==> src/rtl/bt656_pkg.sv <==
package bt656_pkg;

    typedef enum logic [2:0] {
        ST_SEEK,
        ST_ARM,
        ST_LINE,
        ST_HGAP,
        ST_VGAP
    } seq_state_e;

    typedef struct packed {
        logic f;
        logic v;
        logic h;
    } trs_flags_t;

    // protection bits of a status word must agree with F, V and H
    function automatic logic status_ok(input logic [7:0] s);
        return s[7]
            && (s[3] == (s[5] ^ s[4]))
            && (s[2] == (s[6] ^ s[4]))
            && (s[1] == (s[6] ^ s[5]))
            && (s[0] == (s[6] ^ s[5] ^ s[4]));
    endfunction

endpackage

==> src/rtl/bt656_trs.sv <==
module bt656_trs
    import bt656_pkg::*;
(
    input  logic       clk,
    input  logic       rst_n,
    input  logic       byte_en,
    input  logic [7:0] din,
    output logic       hit,
    output trs_flags_t flags
);
    // run: 0 idle, 1 seen FF, 2 seen FF 00, 3 seen FF 00 00
    logic [1:0] run_q;
    logic [1:0] run_d;

    always_comb begin
        if (din == 8'hFF)
            run_d = 2'd1;
        else if (din == 8'h00 && (run_q == 2'd1 || run_q == 2'd2))
            run_d = run_q + 2'd1;
        else
            run_d = 2'd0;
    end

    always_ff @(posedge clk or negedge rst_n) begin
        if (!rst_n)
            run_q <= 2'd0;
        else if (byte_en)
            run_q <= run_d;
    end

    assign hit     = byte_en && (run_q == 2'd3) && status_ok(din);
    assign flags.f = din[6];
    assign flags.v = din[5];
    assign flags.h = din[4];

endmodule

==> src/rtl/bt656_seq.sv <==
module bt656_seq
    import bt656_pkg::*;
#(
    parameter int PAIRS       = 360,
    parameter int FIELD_LINES = 288
) (
    input  logic       clk,
    input  logic       rst_n,
    input  logic       hit,
    input  trs_flags_t flags,
    input  logic       y1_take,
    output logic       active,
    output logic       field,
    output logic       line0,
    output logic       pair0
);
    localparam int PW = (PAIRS > 2) ? $clog2(PAIRS) : 1;
    localparam int LW = (FIELD_LINES > 2) ? $clog2(FIELD_LINES) : 1;

    seq_state_e      state_q, state_d;
    logic [PW-1:0]   pair_q;
    logic [LW-1:0]   line_q;
    logic            field_q;

    logic sav, last_pair, last_line, lock_hit, line_end, field_end;

    assign sav       = hit && !flags.h;
    assign last_pair = (pair_q == PW'(PAIRS - 1));
    assign last_line = (line_q == LW'(FIELD_LINES - 1));
    assign lock_hit  = (state_q == ST_ARM) && sav && !flags.f && !flags.v;
    assign line_end  = (state_q == ST_LINE) && y1_take && last_pair && !last_line;
    assign field_end = (state_q == ST_LINE) && y1_take && last_pair && last_line;

    always_comb begin
        state_d = state_q;
        unique case (state_q)
            ST_SEEK: if (hit && !flags.f && flags.v) state_d = ST_ARM;
            ST_ARM: begin
                if (hit && flags.f)  state_d = ST_SEEK;
                else if (lock_hit)   state_d = ST_LINE;
            end
            ST_LINE: begin
                if (field_end)       state_d = ST_VGAP;
                else if (line_end)   state_d = ST_HGAP;
            end
            ST_HGAP: if (sav && !flags.v && flags.f == field_q) state_d = ST_LINE;
            ST_VGAP: if (sav && !flags.v && flags.f == field_q) state_d = ST_LINE;
            default: state_d = ST_SEEK;
        endcase
    end

    always_ff @(posedge clk or negedge rst_n) begin
        if (!rst_n) state_q <= ST_SEEK;
        else        state_q <= state_d;
    end

    always_ff @(posedge clk or negedge rst_n) begin
        if (!rst_n) begin
            pair_q  <= '0;
            line_q  <= '0;
            field_q <= 1'b0;
        end else begin
            if (lock_hit) begin
                field_q <= 1'b0;
                line_q  <= '0;
            end else if (field_end) begin
                field_q <= ~field_q;
                line_q  <= '0;
            end else if (line_end) begin
                line_q  <= line_q + 1'b1;
            end
            if (state_q != ST_LINE)
                pair_q <= '0;
            else if (y1_take)
                pair_q <= last_pair ? '0 : pair_q + 1'b1;
        end
    end

    assign active = (state_q == ST_LINE);
    assign field  = field_q;
    assign line0  = (line_q == '0);
    assign pair0  = (pair_q == '0);

endmodule

==> src/rtl/bt656_pair.sv <==
module bt656_pair (
    input  logic       clk,
    input  logic       rst_n,
    input  logic       byte_en,
    input  logic [7:0] din,
    input  logic       active,
    input  logic       field,
    input  logic       line0,
    input  logic       pair0,
    output logic       y1_take,
    output logic       pix_vld,
    output logic [7:0] pix_y,
    output logic [7:0] pix_cb,
    output logic [7:0] pix_cr,
    output logic       pix_field,
    output logic       pix_sof,
    output logic       pix_sol
);
    logic [1:0] phase_q;
    logic [7:0] cb_q, y0_q, cr_q;
    logic       take;

    assign take    = byte_en && active;
    assign y1_take = take && (phase_q == 2'd3);

    always_ff @(posedge clk or negedge rst_n) begin
        if (!rst_n)      phase_q <= 2'd0;
        else if (!active) phase_q <= 2'd0;
        else if (take)   phase_q <= phase_q + 2'd1;
    end

    always_ff @(posedge clk or negedge rst_n) begin
        if (!rst_n) begin
            cb_q <= '0; y0_q <= '0; cr_q <= '0;
            pix_vld <= 1'b0; pix_y <= '0; pix_cb <= '0; pix_cr <= '0;
            pix_field <= 1'b0; pix_sof <= 1'b0; pix_sol <= 1'b0;
        end else begin
            pix_vld <= 1'b0;
            pix_sof <= 1'b0;
            pix_sol <= 1'b0;
            if (take) begin
                unique case (phase_q)
                    2'd0: cb_q <= din;
                    2'd1: y0_q <= din;
                    2'd2: begin
                        cr_q      <= din;
                        pix_vld   <= 1'b1;
                        pix_y     <= y0_q;
                        pix_cb    <= cb_q;
                        pix_cr    <= din;
                        pix_field <= field;
                        pix_sol   <= pair0;
                        pix_sof   <= pair0 && line0;
                    end
                    2'd3: begin
                        pix_vld   <= 1'b1;
                        pix_y     <= din;
                        pix_cb    <= cb_q;
                        pix_cr    <= cr_q;
                        pix_field <= field;
                    end
                    default: ;
                endcase
            end
        end
    end

endmodule

==> src/rtl/bt656_extract.sv <==
module bt656_extract
    import bt656_pkg::*;
#(
    parameter int MODE      = 0,
    parameter int PIXELS    = 720,
    parameter int LINES_576 = 288,
    parameter int LINES_480 = 240
) (
    input  logic       clk,
    input  logic       rst_n,
    input  logic       byte_en,
    input  logic [7:0] vid_byte,
    output logic       pix_vld,
    output logic [7:0] pix_y,
    output logic [7:0] pix_cb,
    output logic [7:0] pix_cr,
    output logic       pix_field,
    output logic       pix_sof,
    output logic       pix_sol
);
    localparam int FIELD_LINES = (MODE == 1) ? LINES_480 : LINES_576;
    localparam int PAIRS       = PIXELS / 2;

    logic       hit, y1_take, active, field, line0, pair0;
    trs_flags_t flags;

    bt656_trs u_trs (
        .clk(clk), .rst_n(rst_n), .byte_en(byte_en), .din(vid_byte),
        .hit(hit), .flags(flags)
    );

    bt656_seq #(.PAIRS(PAIRS), .FIELD_LINES(FIELD_LINES)) u_seq (
        .clk(clk), .rst_n(rst_n), .hit(hit), .flags(flags), .y1_take(y1_take),
        .active(active), .field(field), .line0(line0), .pair0(pair0)
    );

    bt656_pair u_pair (
        .clk(clk), .rst_n(rst_n), .byte_en(byte_en), .din(vid_byte),
        .active(active), .field(field), .line0(line0), .pair0(pair0),
        .y1_take(y1_take), .pix_vld(pix_vld), .pix_y(pix_y), .pix_cb(pix_cb),
        .pix_cr(pix_cr), .pix_field(pix_field), .pix_sof(pix_sof), .pix_sol(pix_sol)
    );

endmodule

==> config.mk <==
export PLATFORM = sky130hd
export DESIGN_NAME = bt656_extract
export DESIGN_NICKNAME = d
export VERILOG_FILES = /design/src/rtl/bt656_pkg.sv /design/src/rtl/bt656_trs.sv /design/src/rtl/bt656_seq.sv /design/src/rtl/bt656_pair.sv /design/src/rtl/bt656_extract.sv
export SDC_FILE = /design/constraint.sdc
export NUM_CORES = 1
export LEC_CHECK = 0
export ABC_AREA = 1
export BUFFER_PORTS_ARGS = -buffer_cell sky130_fd_sc_hd__buf_2
export CAP_MARGIN = 30
export CORE_UTILIZATION = 50
export CTS_BUF_LIST = sky130_fd_sc_hd__clkbuf_8 sky130_fd_sc_hd__clkbuf_16
export DETAILED_ROUTE_END_ITERATION = 12
export PLACE_DENSITY = 0.77
export SLEW_MARGIN = 20
export SYNTH_ARGS = -nofsm -noshare
export SYNTH_HDL_FRONTEND = slang
export SYNTH_SLANG_ARGS = --single-unit
==> constraint.sdc <==
create_clock -name clk -period 5.5 [get_ports clk]
set_clock_uncertainty 0.2 [all_clocks]
set_input_delay 0.55 -clock clk [delete_from_list [all_inputs] [get_ports clk]]
set_output_delay 0.55 -clock clk [all_outputs]
set_load 0.02 [all_outputs]
; ---- After elaboration in Yosys (flattened, before gate mapping)
; Index checks and enable logic that the tools add are counted.
[totals]
ff_bits = 78
in_bits = 11
out_inout_bits = 28
elab_cells = 121
[op_classes]
n_addsub = 4
eq_ne = 24
n_mux = 27
n_bitwise = 5
reduce_logical = 45
[op_table]
columns = op, n
row1 = two-way mux 9 bit, 6
row2 = one-hot mux 8 bit (2 select lines), 2
row3 = logical AND 1 bit, 23
row4 = "adder 9 x 1 -> 9 bit, second input constant", 2
row5 = "== test 9 bit, second input constant", 2
row6 = logical NOT 9 bit, 2
row7 = two-way mux 3 bit, 6
row8 = one-hot mux 3 bit (4 select lines), 1
row9 = AND reduction 2 bit, 5
row10 = "== test 2 bit, second input constant", 4
row11 = "== test 8 bit, second input constant", 1
row12 = logical NOT 8 bit, 1
row13 = two-way mux 1 bit, 8
row14 = two-way mux 2 bit, 4
row15 = "== test 3 x 2 -> 1 bit, second input constant", 2
row16 = "!= test 3 x 2 -> 1 bit, second input constant", 2
row17 = nonzero test 2 bit, 3
row18 = == test 1 bit, 5
row19 = "adder 2 x 1 -> 2 bit, second input constant", 2
row20 = "== test 2 x 1 -> 1 bit, second input constant", 2
row21 = logical NOT 1 bit, 4
row22 = "!= test 2 x 1 -> 1 bit, second input constant", 2
row23 = AND reduction 4 bit, 1
row24 = OR reduction 2 bit, 2
row25 = other kinds (10), 13

; ---- Longest topological paths before layout
[depth]
depth_word = 14
ltp_mapped = 14
depth_no_buf = 13

; ---- Cells and area by module
; A second synthesis with hierarchy kept.
[hier_totals]
cells_unflattened = 586
area_unflattened_um2 = 4322.9
[modules_own_cells]
columns = mod, instances, cells_per_inst, area_per_inst_um2, seq_area_each_um2
row1 = bt656_pair, 1, 290, 2377.3, 1351.3
row2 = bt656_seq, 1, 239, 1631.6, 550.5
row3 = bt656_trs, 1, 57, 314.1, 50.0

; ---- Worst setup path before layout
; No wires, ideal clock.
[synth_path]
path_type = input to register
startpoint = input port vid_byte[5]
endpoint = register u_seq.line_q[7]
setup_time_ps = 119
t_arrival_ps = 1914
required_time_ps = 5181
slack_ps = 3268
cell_stages = 14
path_cell_list = inv_2 > ha_1 > inv_1 > nand2_1 > nand2_1 > nor2_1 > nand2_2 > nor2_4 > nand2_2 > nor2_2 > nand4_4 > buf_6 > nand3_1 > nand2_1
[synth_between]
elab_chain_len = 12
elab_cells_between_ends = 18
classes_between = eq/ne: 3 / mux: 1 / bitwise: 3 / reduce/logical: 11
[synth_lines]
columns = item, line
row1 = from (decl), bt656_extract.sv:12  ; input logic [7:0] vid_byte,
row2 = bitwise XOR 1 bit, bt656_pkg.sv:20  ; && (s[3] == (s[5] ^ s[4]))
row3 = == test 1 bit, bt656_pkg.sv:20
row4 = logical AND 1 bit, bt656_pkg.sv:20
row5 = logical AND 1 bit, bt656_pkg.sv:21  ; && (s[2] == (s[6] ^ s[4]))
row6 = logical AND 1 bit, bt656_pkg.sv:22  ; && (s[1] == (s[6] ^ s[5]))
row7 = logical AND 1 bit, bt656_pkg.sv:23  ; && (s[0] == (s[6] ^ s[5] ^ s[4]));
row8 = logical AND 1 bit, bt656_trs.sv:31  ; assign hit = byte_en && (run_q == 2'd3) && status_ok(din);
row9 = logical AND 1 bit, bt656_seq.sv:27  ; assign sav = hit && !flags.h;
row10 = logical AND 1 bit (2 in series), bt656_seq.sv:30  ; assign lock_hit = (state_q == ST_ARM) && sav && !flags.f && !flags.v;
row11 = logical AND 1 bit (*), bt656_seq.sv:30
row12 = nonzero test 3 bit (no line) or two-way mux 9 bit (tied branches), --
row13 = to (signal assigned), bt656_seq.sv:70  ; line_q <= line_q + 1'b1;
row14 = to (decl), bt656_seq.sv:22  ; logic [LW-1:0] line_q;
; Mark *: on every way between the ends. The rest lies on a longest branch, timed or not.
; A chain may end at the register's enable or synchronous reset.

; ---- Worst setup path in the final report
[layout_path]
startpoint = register u_pair.phase_q[0]
endpoint = register u_seq.line_q[2]
[layout_between]
elab_chain_len = 7
elab_cells_between_ends = 9
classes_between = eq/ne: 1 / mux: 2 / reduce/logical: 6
[layout_lines]
columns = item, line
row1 = from (decl), bt656_pair.sv:19  ; logic [1:0] phase_q;
row2 = from (signal assigned), bt656_pair.sv:29  ; else if (take) phase_q <= phase_q + 2'd1;
row3 = == test 2 bit (*), bt656_pair.sv:24  ; assign y1_take = take && (phase_q == 2'd3);
row4 = logical AND 1 bit (*), bt656_pair.sv:24
row5 = logical AND 1 bit (*) (2 in series), "bt656_seq.sv:31, bt656_seq.sv:32"
row6 = logical AND 1 bit, bt656_seq.sv:32  ; assign field_end = (state_q == ST_LINE) && y1_take && last_pair && last_line;
row7 = two-way mux 9 bit, bt656_seq.sv:66  ; end else if (field_end) begin
row8 = two-way mux 9 bit, bt656_seq.sv:63  ; if (lock_hit) begin
; Marks and branches as above.

==> out/results.ini <==
[grt]
grt.total_usage_pct=22.30
grt_remaining_overflow=0
grt_pass1_vias=3076
grt_pass1_wl_mm=14.43
antenna_found_initial=0
grt_max_degree=79

[outcome]
status=completed

[cts]
cts_tree=yes
htree_levels=3
root_buffer=clkbuf_8
cts_post_setup_buffers_inserted=0
cts.sinks=78
clk_pin_slew_ps=90
clock_latency_ps=370
numCtsBuffers=9
clock_path_buffers=2

[place]
io_buffers=38
place.gp.congestion=0.8734
dpl_worst_slack_ps=2460
dp_hpwl_mm=5.954
dp_cells=595

[min_path]
hold_end=u_pair.pix_cb[4]
whs_path_depth=2
min_from=u_pair.pix_cb[4]
hold_path_class=reg2reg

[floorplanning]
dieArea_mm2=0.008152
die_w_um=90.29
rows=31
die_y_um=90.29
core_mm2=0.007408
start_util_pct=52.61
ios=39

[critical_path]
cpMostUsedCell=inv_2
required_ps=5550
rr_worst_depth=8
cp-end-kind=register
crit_chain=ha_1 -> inv_2 -> nor2_4 -> inv_2 -> nor2_1 -> clkinv_1 -> nand3_1 -> nand2_1
crit_type=reg2reg
startpoint=u_pair.phase_q[0]
cp-start-kind=register
slowest_stage=nor2_1
reg2reg_slack_ps=2430
timing.critical_path.buf_inv=3
worst-path-stages=8
cp_max_fo=17
worst_path_largest_cell_delay_ps=560
arrival_ps=3120
r2r-start=u_pair.phase_q[0]
critPathTopFamily=simple AND/OR/NAND/NOR gates
timing.rr.end=u_seq.line_q[2]

[yosys]
synthesis.nets=493
synth_edf_count=0
syn_inst=471
ys_ff_latch=78
yosys.cell_types.count=32
yosys_warnings=0
seq_area_frac_synth_pct=50.08
synthesis.area_mm2=0.003897
ys.flop_type=dfrtp_1
syn_avg_cell_area_um2=8.275
synthArstFlopShare_pct=100.0

[sta]
max_freq_mhz=325.5
fin_tns_setup_ps=0
fin_ws_ps=2428
finalSetupViolCount=0
max_slew.worst_pin.slew_ps=704.4
post-route-period-util_pct=55.86
rsz0062_at_grt=false
whs_ps=271.2
drv_slew=0
fin_crit_ps=3072
max_slew_margin_pct=52.87
finalHoldViolCount=0

[detailed_routing]
drc_errors=0
avgViaCountPerCell=5.408
finalWirelength_mm=8.363
wl_per_cell_um=13.64
vias=3315
drt_iter0_markers=225
antenna_left=0
dr.pass1.iters=5

[job]
max_cap_violations=0

[final_layout]
nFillCells=666
final_cell_mix=141 x nand2_1, 78 x dfrtp_1, 38 x nor2_1
antenna_cells=0
finalNetCount=531
drive_above_1_share_pct=14.98
fin_util_pct=58.98
final_common_cell=nand2_1
syn2layout_area_growth_pct=12.10
layout.cells.non_filler=613

[pwr]
vdd_drop_max_uv=173.7
p_leak_nw=2.216
powerDensity_mw_per_mm2=237.2

-- worst min-delay path: stages (launching register included) --
cell	delay (ps)
dfrtp_1	340
nand2_1	50
nand2_1	50
-- cells by family (layout without fill, tap and decap cells) --
family,Yosys count,count (layout),share of synthesized area (%)
AO/OA/AOI/OAI,69,69,9.952
buffers and inverters,56,99,6.164
XOR/XNOR,10,10,2.247
AND/OR/NAND/NOR,247,247,28.03
adder cells (fa/ha/maj),11,11,3.531
flip-flops,78,78,50.08
-- state kept, by name, summed over array words and instances, names as in the netlist, 2 cells and up --
register / cells
u_pair.cr_q: 8
u_pair.pix_cb: 8
u_seq.state_q: 3
u_pair.pix_y: 8
u_pair.pix_cr: 8
u_seq.line_q: 9
u_trs.run_q: 2
u_pair.cb_q: 8
u_seq.pair_q: 9
u_pair.y0_q: 8
u_pair.phase_q: 2
-- cell usage after synthesis, types with 7 or more instances --
library cell,n,share of area (%)
nand2_2,7,1.1
ha_1,11,3.5
nand3_1,29,3.7
inv_1,34,3.3
a31oi_1,18,2.9
o21ai_0,36,4.6
nand2_1,141,14
dfrtp_1,78,50
xor2_1,10,2.2
nor2_1,38,3.7
nand4_1,15,2.4
-- metrics by stage --
stage	instance area, um2	power [mW]
after detailed placement	4143	0.6268
after global routing	4369	1.073
final	4369	1.036
after CTS	4332	1.042
after global placement	4143	0.6261
after floorplan	3897	0.6026
-- report_power, final --
part | switching [mW] | internal [mW]
clock | 0.243 | 0.175
sequential | 0.0000245 | 0.573
combinational | 0.0350 | 0.0108
-- layer usage --
metal / wire length, um / vias up / track usage [%]
met2: 4007 / 105 / 36.26
met1: 3714 / 1556 / 28.36
met5: 0 / - / 0
met4: 203 / 0 / 9.409
li1: - / 1636 / -
met3: 438 / 18 / 5.640
-- layout make-up --
| class | instances | area [um2] | area share, % |
|---|---|---|---|
| clock buffers | 9 | 123.9 | 2.835 |
| clock inverters | 7 | 65.06 | 1.489 |
| inverters | 43 | 168.9 | 3.866 |
| multi-input cells | 337 | 1705 | 39.03 |
| flip-flops and latches | 78 | 1952 | 44.67 |
| well taps | 99 | 123.9 | 2.835 |
| repair buffers | 40 | 230.2 | 5.269 |
-- how the worst max path moves through the flow --
stage	endpoint	slack (ps)
after floorplan	u_seq.line_q[7]	3270
after global placement	u_seq.line_q[7]	2650
after detailed placement	u_seq.line_q[5]	2460
after CTS	u_seq.line_q[6]	2430
after global routing	u_pair.pix_field	2160
final	u_seq.line_q[2]	2430
-- what timing repair did --
item / in CTS / in global routing
gates resized for setup: 0 / 0
hold buffers: 0 / 1
hold endpoints to repair: 0 / 21
No activity file was read; power rests on OpenSTA's default activity.
